### src/rtl/bcpPkg.sv
package bcpPkg;
  localparam int COUNT_W = 32;
  localparam int BYTE_W  = 8;
  localparam int LANES   = COUNT_W / BYTE_W;
  localparam int IDX_W   = $clog2(LANES);

  typedef struct packed {
    logic             wrEn;
    logic [IDX_W-1:0] wrSel;
    logic             rdEn;
    logic [IDX_W-1:0] rdSel;
    logic             capture;
  } ctrlStrobes_t;
endpackage

### src/rtl/bcpControl.sv
module bcpControl
  import bcpPkg::*;
(
  input  logic         clk,
  input  logic         rstN,
  input  logic         hostSel,
  input  logic         hostWr,
  input  logic         hostRd,
  input  logic         cmdStart,
  input  logic         cmdBusy,
  output ctrlStrobes_t strobes,
  output logic         ctrLoaded
);
  localparam logic [IDX_W-1:0] LAST_IDX = IDX_W'(LANES - 1);

  logic [IDX_W-1:0] wrIdx, rdIdx;
  logic wrAccept, rdAccept, wrLast, rdLast;

  assign wrAccept = hostSel && hostWr && !cmdBusy && !cmdStart;
  assign rdAccept = hostSel && hostRd && !hostWr;
  assign wrLast   = (wrIdx == LAST_IDX);
  assign rdLast   = (rdIdx == LAST_IDX);

  always_ff @(posedge clk) begin
    if (!rstN) begin
      wrIdx <= '0;
      rdIdx <= '0;
    end else if (wrAccept) begin
      wrIdx <= wrLast ? '0 : wrIdx + 1'b1;
      rdIdx <= '0;
    end else if (rdAccept) begin
      rdIdx <= rdLast ? '0 : rdIdx + 1'b1;
      wrIdx <= '0;
    end
  end

  always_ff @(posedge clk) begin
    if (!rstN)                         ctrLoaded <= 1'b0;
    else if (cmdStart)                 ctrLoaded <= 1'b0;
    else if (wrAccept && wrLast)       ctrLoaded <= 1'b1;
    else if (wrAccept && wrIdx == '0)  ctrLoaded <= 1'b0;
  end

  always_comb begin
    strobes.wrEn    = wrAccept;
    strobes.wrSel   = wrIdx;
    strobes.rdEn    = rdAccept;
    strobes.rdSel   = rdIdx;
    strobes.capture = cmdStart;
  end
endmodule

### src/rtl/bcpDatapath.sv
module bcpDatapath
  import bcpPkg::*;
(
  input  logic               clk,
  input  logic               rstN,
  input  ctrlStrobes_t       strobes,
  input  logic [BYTE_W-1:0]  wData,
  output logic [BYTE_W-1:0]  rData,
  output logic [COUNT_W-1:0] engCount
);
  logic [BYTE_W-1:0]  lane [LANES];
  logic [COUNT_W-1:0] counterVal;

  for (genvar g = 0; g < LANES; g++) begin : gLane
    always_ff @(posedge clk) begin
      if (!rstN)
        lane[g] <= '0;
      else if (strobes.wrEn && strobes.wrSel == IDX_W'(g))
        lane[g] <= wData;
    end
    assign counterVal[g*BYTE_W +: BYTE_W] = lane[g];
  end

  always_ff @(posedge clk) begin
    if (!rstN)                engCount <= '0;
    else if (strobes.capture) engCount <= counterVal;
  end

  assign rData = strobes.rdEn ? lane[strobes.rdSel] : '0;
endmodule

### src/rtl/byteCountPort.sv
module byteCountPort
  import bcpPkg::*;
(
  input  logic               clk,
  input  logic               rstN,
  input  logic               hostSel,
  input  logic               hostWr,
  input  logic               hostRd,
  input  logic [BYTE_W-1:0]  hostWData,
  output logic [BYTE_W-1:0]  hostRData,
  input  logic               cmdStart,
  input  logic               cmdBusy,
  output logic [COUNT_W-1:0] engCount,
  output logic               ctrLoaded
);
  ctrlStrobes_t strobes;

  bcpControl u_ctl (
    .clk(clk), .rstN(rstN), .hostSel(hostSel), .hostWr(hostWr), .hostRd(hostRd),
    .cmdStart(cmdStart), .cmdBusy(cmdBusy), .strobes(strobes), .ctrLoaded(ctrLoaded)
  );

  bcpDatapath u_dp (
    .clk(clk), .rstN(rstN), .strobes(strobes), .wData(hostWData),
    .rData(hostRData), .engCount(engCount)
  );
endmodule

### config.mk
export PLATFORM = sky130hd
export DESIGN_NAME = byteCountPort
export DESIGN_NICKNAME = d
export VERILOG_FILES = /design/src/rtl/bcpPkg.sv /design/src/rtl/bcpControl.sv /design/src/rtl/bcpDatapath.sv /design/src/rtl/byteCountPort.sv
export SDC_FILE = /design/constraint.sdc
export NUM_CORES = 1
export LEC_CHECK = 0
export BUFFER_PORTS_ARGS = -buffer_cell sky130_fd_sc_hd__buf_2
export CAP_MARGIN = 20
export CORE_MARGIN = 10
export CORE_UTILIZATION = 55
export DETAILED_ROUTE_END_ITERATION = 12
export PLACE_DENSITY = 0.79
export SYNTH_ARGS = -nofsm -noshare
export SYNTH_HDL_FRONTEND = slang
export SYNTH_SLANG_ARGS = --single-unit
### constraint.sdc
create_clock -name clk -period 3.4 [get_ports clk]
set_input_delay 0.34 -clock clk [delete_from_list [all_inputs] [get_ports clk]]
set_output_delay 0.34 -clock clk [all_outputs]
set_load 0.01 [all_outputs]
==> impl_results.md, run 1 <==
- Fill cells: 391
- Fraction of the mapped netlist area in compound gates: 0.498%
- Synth Area in Simple Gates: 19.9%
- WL final: 6290 µm
- Via count: 1857
- Worst VDD drop: 319 µV
- Cells after Synth: 233
- MaxCap Viol Count: 0
- Min-Delay Path Class: primary input to flip-flop
- Top-Level Pins: 56
- Critical path class: flip-flop to output port
- Yosys top cell by area: edfxtp_1
- Post-synth top area share: 31.8%
- CP arrival: 1850 ps
- IO buf count: 55
- Layout Nets: 306
- Die Wd: 94.1 µm
- Largest cells by area after synthesis: edfxtp_1 32%, dfxtp_1 26%, mux2i_1 11%
- CTS Buf Count: 9
- DR iter-0 viols: 89
- Clock buffer depth: 2
- Clk sinks: 71
- WP data required: 3060 ps
- HPWL Detailed: 4370 µm
- Crit path launch type: flip-flop
- Die H: 94.1 µm
- Total number of H-tree levels: 3
- ANT nets after route: 0
- Clk Latency, worst-skew pair: 350 ps
- Synth Area in Adders: 2.07%
- Commonest cells in the synthesized netlist: 40 x nor2b_1, 39 x dfxtp_1, 33 x mux2i_1
- DRC: 0
- Slew margin rel.: 53.8%
- Synthesized area per cell: 13.0 µm²
- Vias in the first global route: 1960
- Placed insts: 345
- Period utilization: 64.5%
- Final slew viol count: 0
- Post-CTS Setup Bufs: 0
- Minimum clock period: 2190 ps
- Static Leakage: 1.57 nW
- Setup Skew: 9.81 ps
- Area Overhead vs Synth: 17.5%
- Core area: 0.00520 mm²
- TritonRoute pass-1 iters: 4
- First-pass GRT wire length: 9900 µm
- Crit-path max FO: 8
- Tot Pwr: 1.82 mW
- Layout cell share with drive strength beyond 1: 28.2%
- GP Congestion: 0.771
- Initial antenna violation count: 0
- Count leader, synth: nor2b_1
- Die Area: 0.00885 mm²
- Seq/Total Area, Yosys: 57.7%
- Synth Area in XOR/XNOR: 0%
- Clk pin slew, worst setup/hold paths: 80 ps
- Root buffer cell: clkbuf_8
- Post-CTS Hold Fix Bufs: 0
- Netlist cell types: 23
- Fmax: 456 MHz
- Total grt overflow: 0
- # rows: 26
- Total track usage: 14.9%
- RSZ-0062 raised after global routing: no
- Flops & latches, synth: 71
- Diodes inserted: 0
- Post_cts resized: 0
- Per-cell routed wire length: 17.4 µm
- Mapped cell area: 0.00302 mm²
- TritonCTS clock tree: done
- Largest net degree at the start of global routing: 47
- Post-synth EDFFs: 32
- Starting density of the core: 58.0%
- Yosys warns: 0
- Vias/cell: 5.14
- Main combinational cell family by area after synthesis: simple AND/OR/NAND/NOR gates
- Final hold vios: 0
- Worst-Margin Slew: 691 ps
- Hold_ws: 297 ps
- Crit. End Element: output port
- Ys async rst share: 0%
- Most used flip-flop cell after synthesis: dfxtp_1
- Setup violators final: 0
- Setup tns final: 0 ps
- Non-filler instance count after layout: 361
- Net Count, Synth: 253
- PwrDens: 514 mW/mm²
- Mux cell area share after synthesis: 16.9%
- Outcome: finished, final reports clean
-- layout by cell type, fill, tap and decap left out, drive strengths merged, types with 5 or more instances in the layout --
master	n
buf	56
nor2b	40
dfxtp	39
mux2i	33
and2	32
edfxtp	32
nand2	11
clkbuf	11
mux4	8
ha	5
-- path summary, 6_finish.rpt --
path / start / to / slack (ps) / depth (start not counted)
worst max-delay path: flip-flop / hostRData[0] / 1210 / 3
worst min register to register: u_ctl.rdIdx[0]$_SDFFE_PP0P_ / u_ctl.rdIdx[0]$_SDFFE_PP0P_ / 490 / 2
worst min-delay path: hostWData[7] / u_dp.lane[2][7]$_SDFFCE_PN0P_ / 300 / 2
worst max register to register: u_ctl.wrIdx[0]$_SDFFE_PN0P_ / u_dp.lane[2][5]$_SDFFCE_PN0P_ / 1960 / 4
-- layer usage --
layer,GRT usage [%],vias to the layer above,routed length [µm]
met4,6.46,0,138
li1,-,908,-
met1,15.7,885,2450
met3,6.87,12,480
met2,25.1,52,3220
met5,0,-,0
-- kinds of logic after synthesis --
| logic type | count (synthesis) |
|---|---|
| buffers and inverters | 17 |
| adders and majority gates | 5 |
| DFF | 71 |
| muxes | 41 |
| AOI/OAI and AO/OA | 2 |
| and+or+nand+nor | 97 |
-- cell type report --
cell class	instances	area, µm²	area share, %
Clock buffer	11	151	4.27
Clock inverter	5	80.1	2.26
Inverter	3	11.3	0.318
Multi-Input combinational cell	145	1190	33.6
Sequential cell	71	1740	49.1
Tap cell	70	87.6	2.47
Timing Repair Buffer	56	283	7.98
-- where the power goes --
| part | switching, mW | internal, mW | total [mW] |
|---|---|---|---|
| registers | 0.0202 | 0.922 | 0.942 |
| clock network | 0.308 | 0.451 | 0.759 |
| logic | 0.0635 | 0.0575 | 0.121 |
| total | 0.392 | 1.43 | 1.82 |
-- state kept, by name, indices dropped and copies added, names as in the netlist, named ones only --
name             count
u_dp.lane           32
u_dp.engCount       32
u_ctl.wrIdx          2
u_ctl.rdIdx          2
u_ctl.ctrLoaded      1
-- critical path: stages, from the launching register on --
cell and delay (ps):
dfxtp_1 630, mux4_2 560, nor2b_1 140, buf_2 170
-- metrics by stage --
stage / cell area, µm² / setup slack (ps) / utilization [%]
floorplan: 3020 / 1860 / -
global placement: 3310 / 1520 / 63.7
detailed placement: 3310 / 1500 / 63.7
CTS: 3540 / 1170 / 68.1
global route: 3540 / 1090 / 68.1
finish: 3540 / 1210 / 68.1
Power figures use the tool's default switching activity.
==> inputs of run 2 (changes only) <==
Settings changed: ABC_AREA set to 1.
Clock period 3.4 ns to 2.22 ns, I/O delays scaled along.
==> run 2 against run 1 <==
  * Flip-flop and latch count unchanged
  * Synthesized cell count up 45%
  * Via count up 30%
  * Final cell count up 29%
  * Area after synthesis down 1.6%
  * Non-clock buffer count up 2
  * First-iteration DRC count up 110%
  * Largest power group unchanged
==> impl_results.md, run 2 <==
- Crit-path max FO: 9
- Post-CTS Setup Bufs: 0
- Setup violators final: 0
- Die Area: 0.00874 mm²
- Crit. End Element: output port
- Crit-path slowest cell: dfxtp_1
- Layout cell share with drive strength beyond 1: 20.8%
- HPWL Detailed: 5070 µm
- Vias in the first global route: 2451
- Crit path launch type: flip-flop
- Largest cells by area after synthesis: edfxtp_1 32%, dfxtp_1 26%, nor2_1 14%
- Post-CTS Hold Fix Bufs: 0
- Non-filler instance count after layout: 465
- Flops & latches, synth: 71
- DRC: 0
- WL final: 7050 µm
- GR Util met3: 5.60%
- Die H: 93.5 µm
- Top flop regs: u_dp.engCount: 32 flops, u_dp.lane: 32 flops
- Core area: 0.00517 mm²
- Largest net degree at the start of global routing: 34
- Total grt overflow: 0
- Period utilization: 85.0%
- Synthesized area per cell: 8.81 µm²
- FF-to-FF path depth: 4
- CP arrival: 1660 ps
- R2R Setup Slk: 750 ps
- Placed insts: 449
- Netlist cell types: 20
- CTS Buf Count: 9
- RR Endpoint: u_dp.lane[0][7]$_SDFFCE_PN0P_
- Clk pin slew, worst setup/hold paths: 70 ps
- Yosys warns: 0
- Die Wd: 93.5 µm
- Top-Level Pins: 56
- Net Count, Synth: 357
- Diodes inserted: 0
- Clk sinks: 71
- First-pass GRT wire length: 11600 µm
- GP Congestion: 0.935
- Mapped cell area: 0.00297 mm²
- Starting density of the core: 57.4%
- WP data required: 2000 ps
- Min-Delay Path Class: primary input to flip-flop
- Final slew viol count: 0
- Layout Nets: 410
- Grt peak-use layer: met2
- M1 GR Usage: 19.9%
- Most common cell after layout, fill and taps aside: nor2_1
- Total track usage: 16.8%
- Via count: 2422
- IO buf count: 55
- Setup tns final: 0 ps
- Minimum clock period: 1890 ps
- Hold Path Depth: 4
- Outcome: finished, final reports clean
- Tot Pwr: 2.77 mW
- Post_cts resized: 0
- DR iter-0 viols: 189
- End point of the critical path: hostRData[0]
- Worst-Margin Slew: 558 ps
- MaxCap Viol Count: 0
- TritonCTS clock tree: done
- Most used flip-flop cell after synthesis: dfxtp_1
- RSZ-0062 raised after global routing: no
- Critical path class: flip-flop to output port
- Slew margin rel.: 62.7%
- # rows: 26
- Area Overhead vs Synth: 17.1%
- Post-synth top area share: 32.4%
- Max incr delay on CP: 510 ps
- Fmax: 530 MHz
- Seq/Total Area, Yosys: 58.6%
- Worst VDD drop: 500 µV
- Worst r2r src: u_ctl.wrIdx[0]$_SDFFE_PN0P_
- Final core occ: 67.2%
- ANT nets after route: 0
- Vias/cell: 5.21
- Final hold vios: 0
- Static Leakage: 1.59 nW
- TritonRoute pass-1 iters: 5
- Post-synth EDFFs: 32
- Clock buffer depth: 2
- Met2 usage: 27.0%
- Setup Skew: 5.24 ps
- Clk Latency, worst-skew pair: 340 ps
- Cells after Synth: 337
- Per-cell routed wire length: 15.2 µm
- Total number of H-tree levels: 3
- Ys async rst share: 0%
- PwrDens: 796 mW/mm²
- Initial antenna violation count: 0
- Hold_ws: 205 ps
- Commonest cells in the synthesized netlist: 113 x nor2_1, 39 x dfxtp_1, 33 x nand2_1, 33 x o21ai_0, 32 x edfxtp_1
- Yosys top cell by area: edfxtp_1
- Root buffer cell: clkbuf_8
- Crit-path cells: inv_1 -> nor2_1 -> o21ai_0 -> a21oi_1 -> buf_2
- Most frequent cells in the layout: 113 x nor2_1, 55 x buf_2, 39 x dfxtp_1
- Count leader, synth: nor2_1
==> run 2: cell count changes after synthesis, moves of 20 or more <==
cell,before,now
mux2i_1,33,0
and2_1,32,0
nor2_1,2,113
o21ai_0,0,33
a21oi_1,1,21
nand2_1,11,33
nor2b_1,40,0
inv_1,3,24
==> run 2: cell type report <==
type / instances / area [µm²]
Timing Repair Buffer: 58 / 298
Multi-Input combinational cell: 224 / 1040
Sequential cell: 71 / 1740
Fill cell: 404 / 1690
Inverter: 26 / 103
Clock buffer: 13 / 169
Tap cell: 70 / 87.6
Clock inverter: 3 / 40.0
==> run 2: how the worst min path moves through the flow <==
| stage | slack [ps] | start | to |
|---|---|---|---|
| 2_1_floorplan | 420 | cmdBusy | u_ctl.wrIdx[1]$_SDFFE_PN0P_ |
| 3_3_place_gp | 450 | u_ctl.ctrLoaded$_SDFFE_PP0P_ | u_ctl.ctrLoaded$_SDFFE_PP0P_ |
| 3_5_place_dp | 470 | u_dp.engCount[28]$_SDFFE_PN0P_ | u_dp.engCount[28]$_SDFFE_PN0P_ |
| 4_1_cts | 200 | cmdBusy | u_ctl.wrIdx[1]$_SDFFE_PN0P_ |
| 5_1_grt | 210 | cmdBusy | u_ctl.wrIdx[1]$_SDFFE_PN0P_ |
| 6_report | 210 | cmdBusy | u_ctl.wrIdx[1]$_SDFFE_PN0P_ |
==> run 2: where the power goes <==
part / switching, mW / internal (mW)
combinational: 0.160 / 0.0797
sequential: 0.0317 / 1.43
clock: 0.466 / 0.608
total: 0.657 / 2.11
==> run 2: worst max-delay path, delay by kind of cell, from the launching register on <==
| family | cells | cell delay (ps) |
|---|---|---|
| DFF | 1 | 510 |
| buffers and inverters | 2 | 400 |
| AOI/OAI and AO/OA | 2 | 280 |
| and+or+nand+nor | 1 | 140 |
==> run 2: kinds of logic after synthesis <==
kind of cell    count (synthesis)  share of synthesized area, %
simple gates                  158                          22.6
flops                          71                          58.6
compound gates                 61                          10.3
buf+inv                        42                          6.36
fa+ha+maj                       5                          2.11
==> run 2: through the flow <==
| stage | area, µm² | worst slack, ps |
|---|---|---|
| CTS | 3480 | 336 |
| global placement | 3270 | 726 |
| global route | 3480 | 155 |
| finish | 3480 | 333 |
| detailed placement | 3270 | 678 |
| floorplan | 2970 | 972 |
==> run 2: layer usage <==
layer,vias up,wire length (µm)
met5,-,0
met3,10,529
li1,1192,-
met1,1127,3080
met4,0,106
met2,93,3330
==> inputs of run 3 (changes only) <==
Clock period 2.22 ns to 1.95 ns, I/O delays scaled along.
==> run 3 against run 2 <==
  * Clock skew rose by 2.8 ps
  * Register-to-register slack got worse by 260 ps
  * Non-clock buffer count did not move
  * Core utilization fell by 0.53 points
  * Via count fell by 3.4%
  * Count of clock-buffer cells in the layout rose by 3
  * Hold slack got worse by 22 ps
  * First-iteration DRC count fell by 17%
  * Final cell count did not move
  * Clock power barely moved
  * Sequential share of layout area rose by 0.44 points
  * Die area did not move
==> impl_results.md, run 3 (synthesized netlist as in run 2, its figures left out) <==
- ANT nets after route: 0
- First-pass GRT wire length: 11300 µm
- Area Overhead vs Synth: 16.2%
- HPWL Detailed: 5040 µm
- Switching part of the total: 23.7%
- Clock buffer depth: 2
- Clk network pwr share: 35.6%
- Worst r2r src: u_ctl.wrIdx[0]$_SDFFE_PN0P_
- Slew margin rel.: 64.1%
- Clk Latency, worst-skew pair: 340 ps
- Top sig layer: met4
- Post-CTS Hold Fix Bufs: 0
- Static Leakage: 1.57 nW
- Fmax: 562 MHz
- MaxCap Viol Count: 0
- Final slew viol count: 0
- RSZ-0062 raised after global routing: no
- Final instance area: 0.00345 mm²
- WL final: 6780 µm
- GP Congestion: 0.899
- Post-CTS Setup Bufs: 0
- TritonCTS clock tree: done
- Crit path launch type: flip-flop
- R2R Setup Slk: 490 ps
- TritonRoute pass-1 iters: 4
- WP data required: 1750 ps
- Cell internal pwr: 2.28 mW
- M1 WL: 2860 µm
- Total track usage: 16.5%
- PwrDens: 867 mW/mm²
- CP arrival: 1590 ps
- Worst VDD drop: 704 µV
- Setup violators final: 0
- Period utilization: 91.3%
- Post_cts resized: 0
- Starting density of the core: 57.4%
- Diodes inserted: 0
- IO buf count: 55
- End point of the critical path: hostRData[5]
- Crit-path max FO: 25
- Vias in the first global route: 2416
- Critical path class: flip-flop to output port
- Die H: 93.5 µm
- Top-Level Pins: 56
- Min-Delay Path Class: primary input to flip-flop
- Most frequent cells in the layout: 113 x nor2_1, 55 x buf_2, 38 x dfxtp_1
- DRC: 0
- # rows: 26
- FF-to-FF path depth: 4
- Root buffer cell: clkbuf_8
- Fill cells: 439
- Minimum clock period: 1780 ps
- Setup tns final: 0 ps
- Layout Nets: 410
- Top flop regs: u_dp.engCount: 32 flops, u_dp.lane: 32 flops
- Clk sinks: 71
- Met3 wire len: 555 µm
- Largest net degree at the start of global routing: 27
- Clk pin slew, worst setup/hold paths: 70 ps
- Core area: 0.00517 mm²
- Total grt overflow: 0
- DP Area: 0.00327 mm²
- Vias/cell: 5.03
- Setup Skew: 8.07 ps
- Outcome: finished, final reports clean
- Crit. End Element: output port
- Die Wd: 93.5 µm
- Die Area: 0.00874 mm²
- Total number of H-tree levels: 3
- Per-cell routed wire length: 14.6 µm
- DR iter-0 viols: 156
- Combinational share of power: 9.1%
- P_sw: 0.709 mW
- Via count: 2339
- RR Endpoint: u_dp.lane[0][4]$_SDFFCE_PN0P_
- Initial antenna violation count: 0
- Worst-Margin Slew: 537 ps
- CTS Buf Count: 9
- Final hold vios: 0
- Flop pwr share: 55.4%
- Layout cell share with drive strength beyond 1: 20.3%
- Metal2 WL: 3230 µm
- Most common cell after layout, fill and taps aside: nor2_1
[run 3: changes by cell type in the layout (fill, tap and decap cells not counted)]
cell       delta
dfxtp_1       -1
clkinv_2      -2
bufinv_16     -1
clkbuf_1      +3
dfxtp_2       +1
[run 3: worst min-delay path by stage]
stage                     slack [ps]                             end                           start  depth (start not counted)
final                            180     u_ctl.wrIdx[1]$_SDFFE_PN0P_                         cmdBusy                          4
after global routing             190     u_ctl.wrIdx[1]$_SDFFE_PN0P_                         cmdBusy                          4
after CTS                        170     u_ctl.wrIdx[1]$_SDFFE_PN0P_                         cmdBusy                          4
after detailed placement         470  u_dp.engCount[31]$_SDFFE_PN0P_  u_dp.engCount[31]$_SDFFE_PN0P_                          2
after global placement           450    u_ctl.ctrLoaded$_SDFFE_PP0P_    u_ctl.ctrLoaded$_SDFFE_PP0P_                          2
after floorplan                  390     u_ctl.wrIdx[1]$_SDFFE_PN0P_                         cmdBusy                          3
[run 3: per-stage QoR]
step                power [mW]  setup slack [ps]  std cells  hold WS [ps]  utilization [%]
floorplan                 1.86               702        337           389                -
global placement          1.95               466        449           452             63.2
detailed placement        1.96               421        449           470             63.2
CTS                       3.02              67.5        465           171             66.7
global route              3.14              77.8        465           194             66.7
finish                    2.99               170        465           183             66.7
[run 3: power groups by stage]
stage          sequential, mW  combinational [mW]  clock, mW
2_1_floorplan            1.70               0.155          0
3_3_place_gp             1.69               0.267          0
3_5_place_dp             1.69               0.273          0
4_1_cts                  1.66               0.275       1.08
5_1_grt                  1.66               0.308       1.16
6_report                 1.66               0.271       1.06
[run 3: cell type report]
class	instances	area, µm²	share of cell area (%)
clock buffers	16	180	5.22
well taps	70	87.6	2.54
inverters	26	103	2.97
flip-flops and latches	71	1740	50.5
repair buffers	58	298	8.63
multi-input cells	224	1040	30.1
[run 3: layer usage]
| layer | vias to the layer above | track usage (%) |
|---|---|---|
| met5 | - | 0 |
| met4 | 0 | 8.74 |
| met3 | 14 | 6.16 |
| met2 | 84 | 26.6 |
| met1 | 1051 | 18.7 |
| li1 | 1190 | - |
[run 3: worst max-delay path, stage by stage, from the launching register on]
cell     delay, ps
dfxtp_1        310
buf_4          250
inv_1          180
o21ai_0        200
a21oi_1        120
buf_2          180
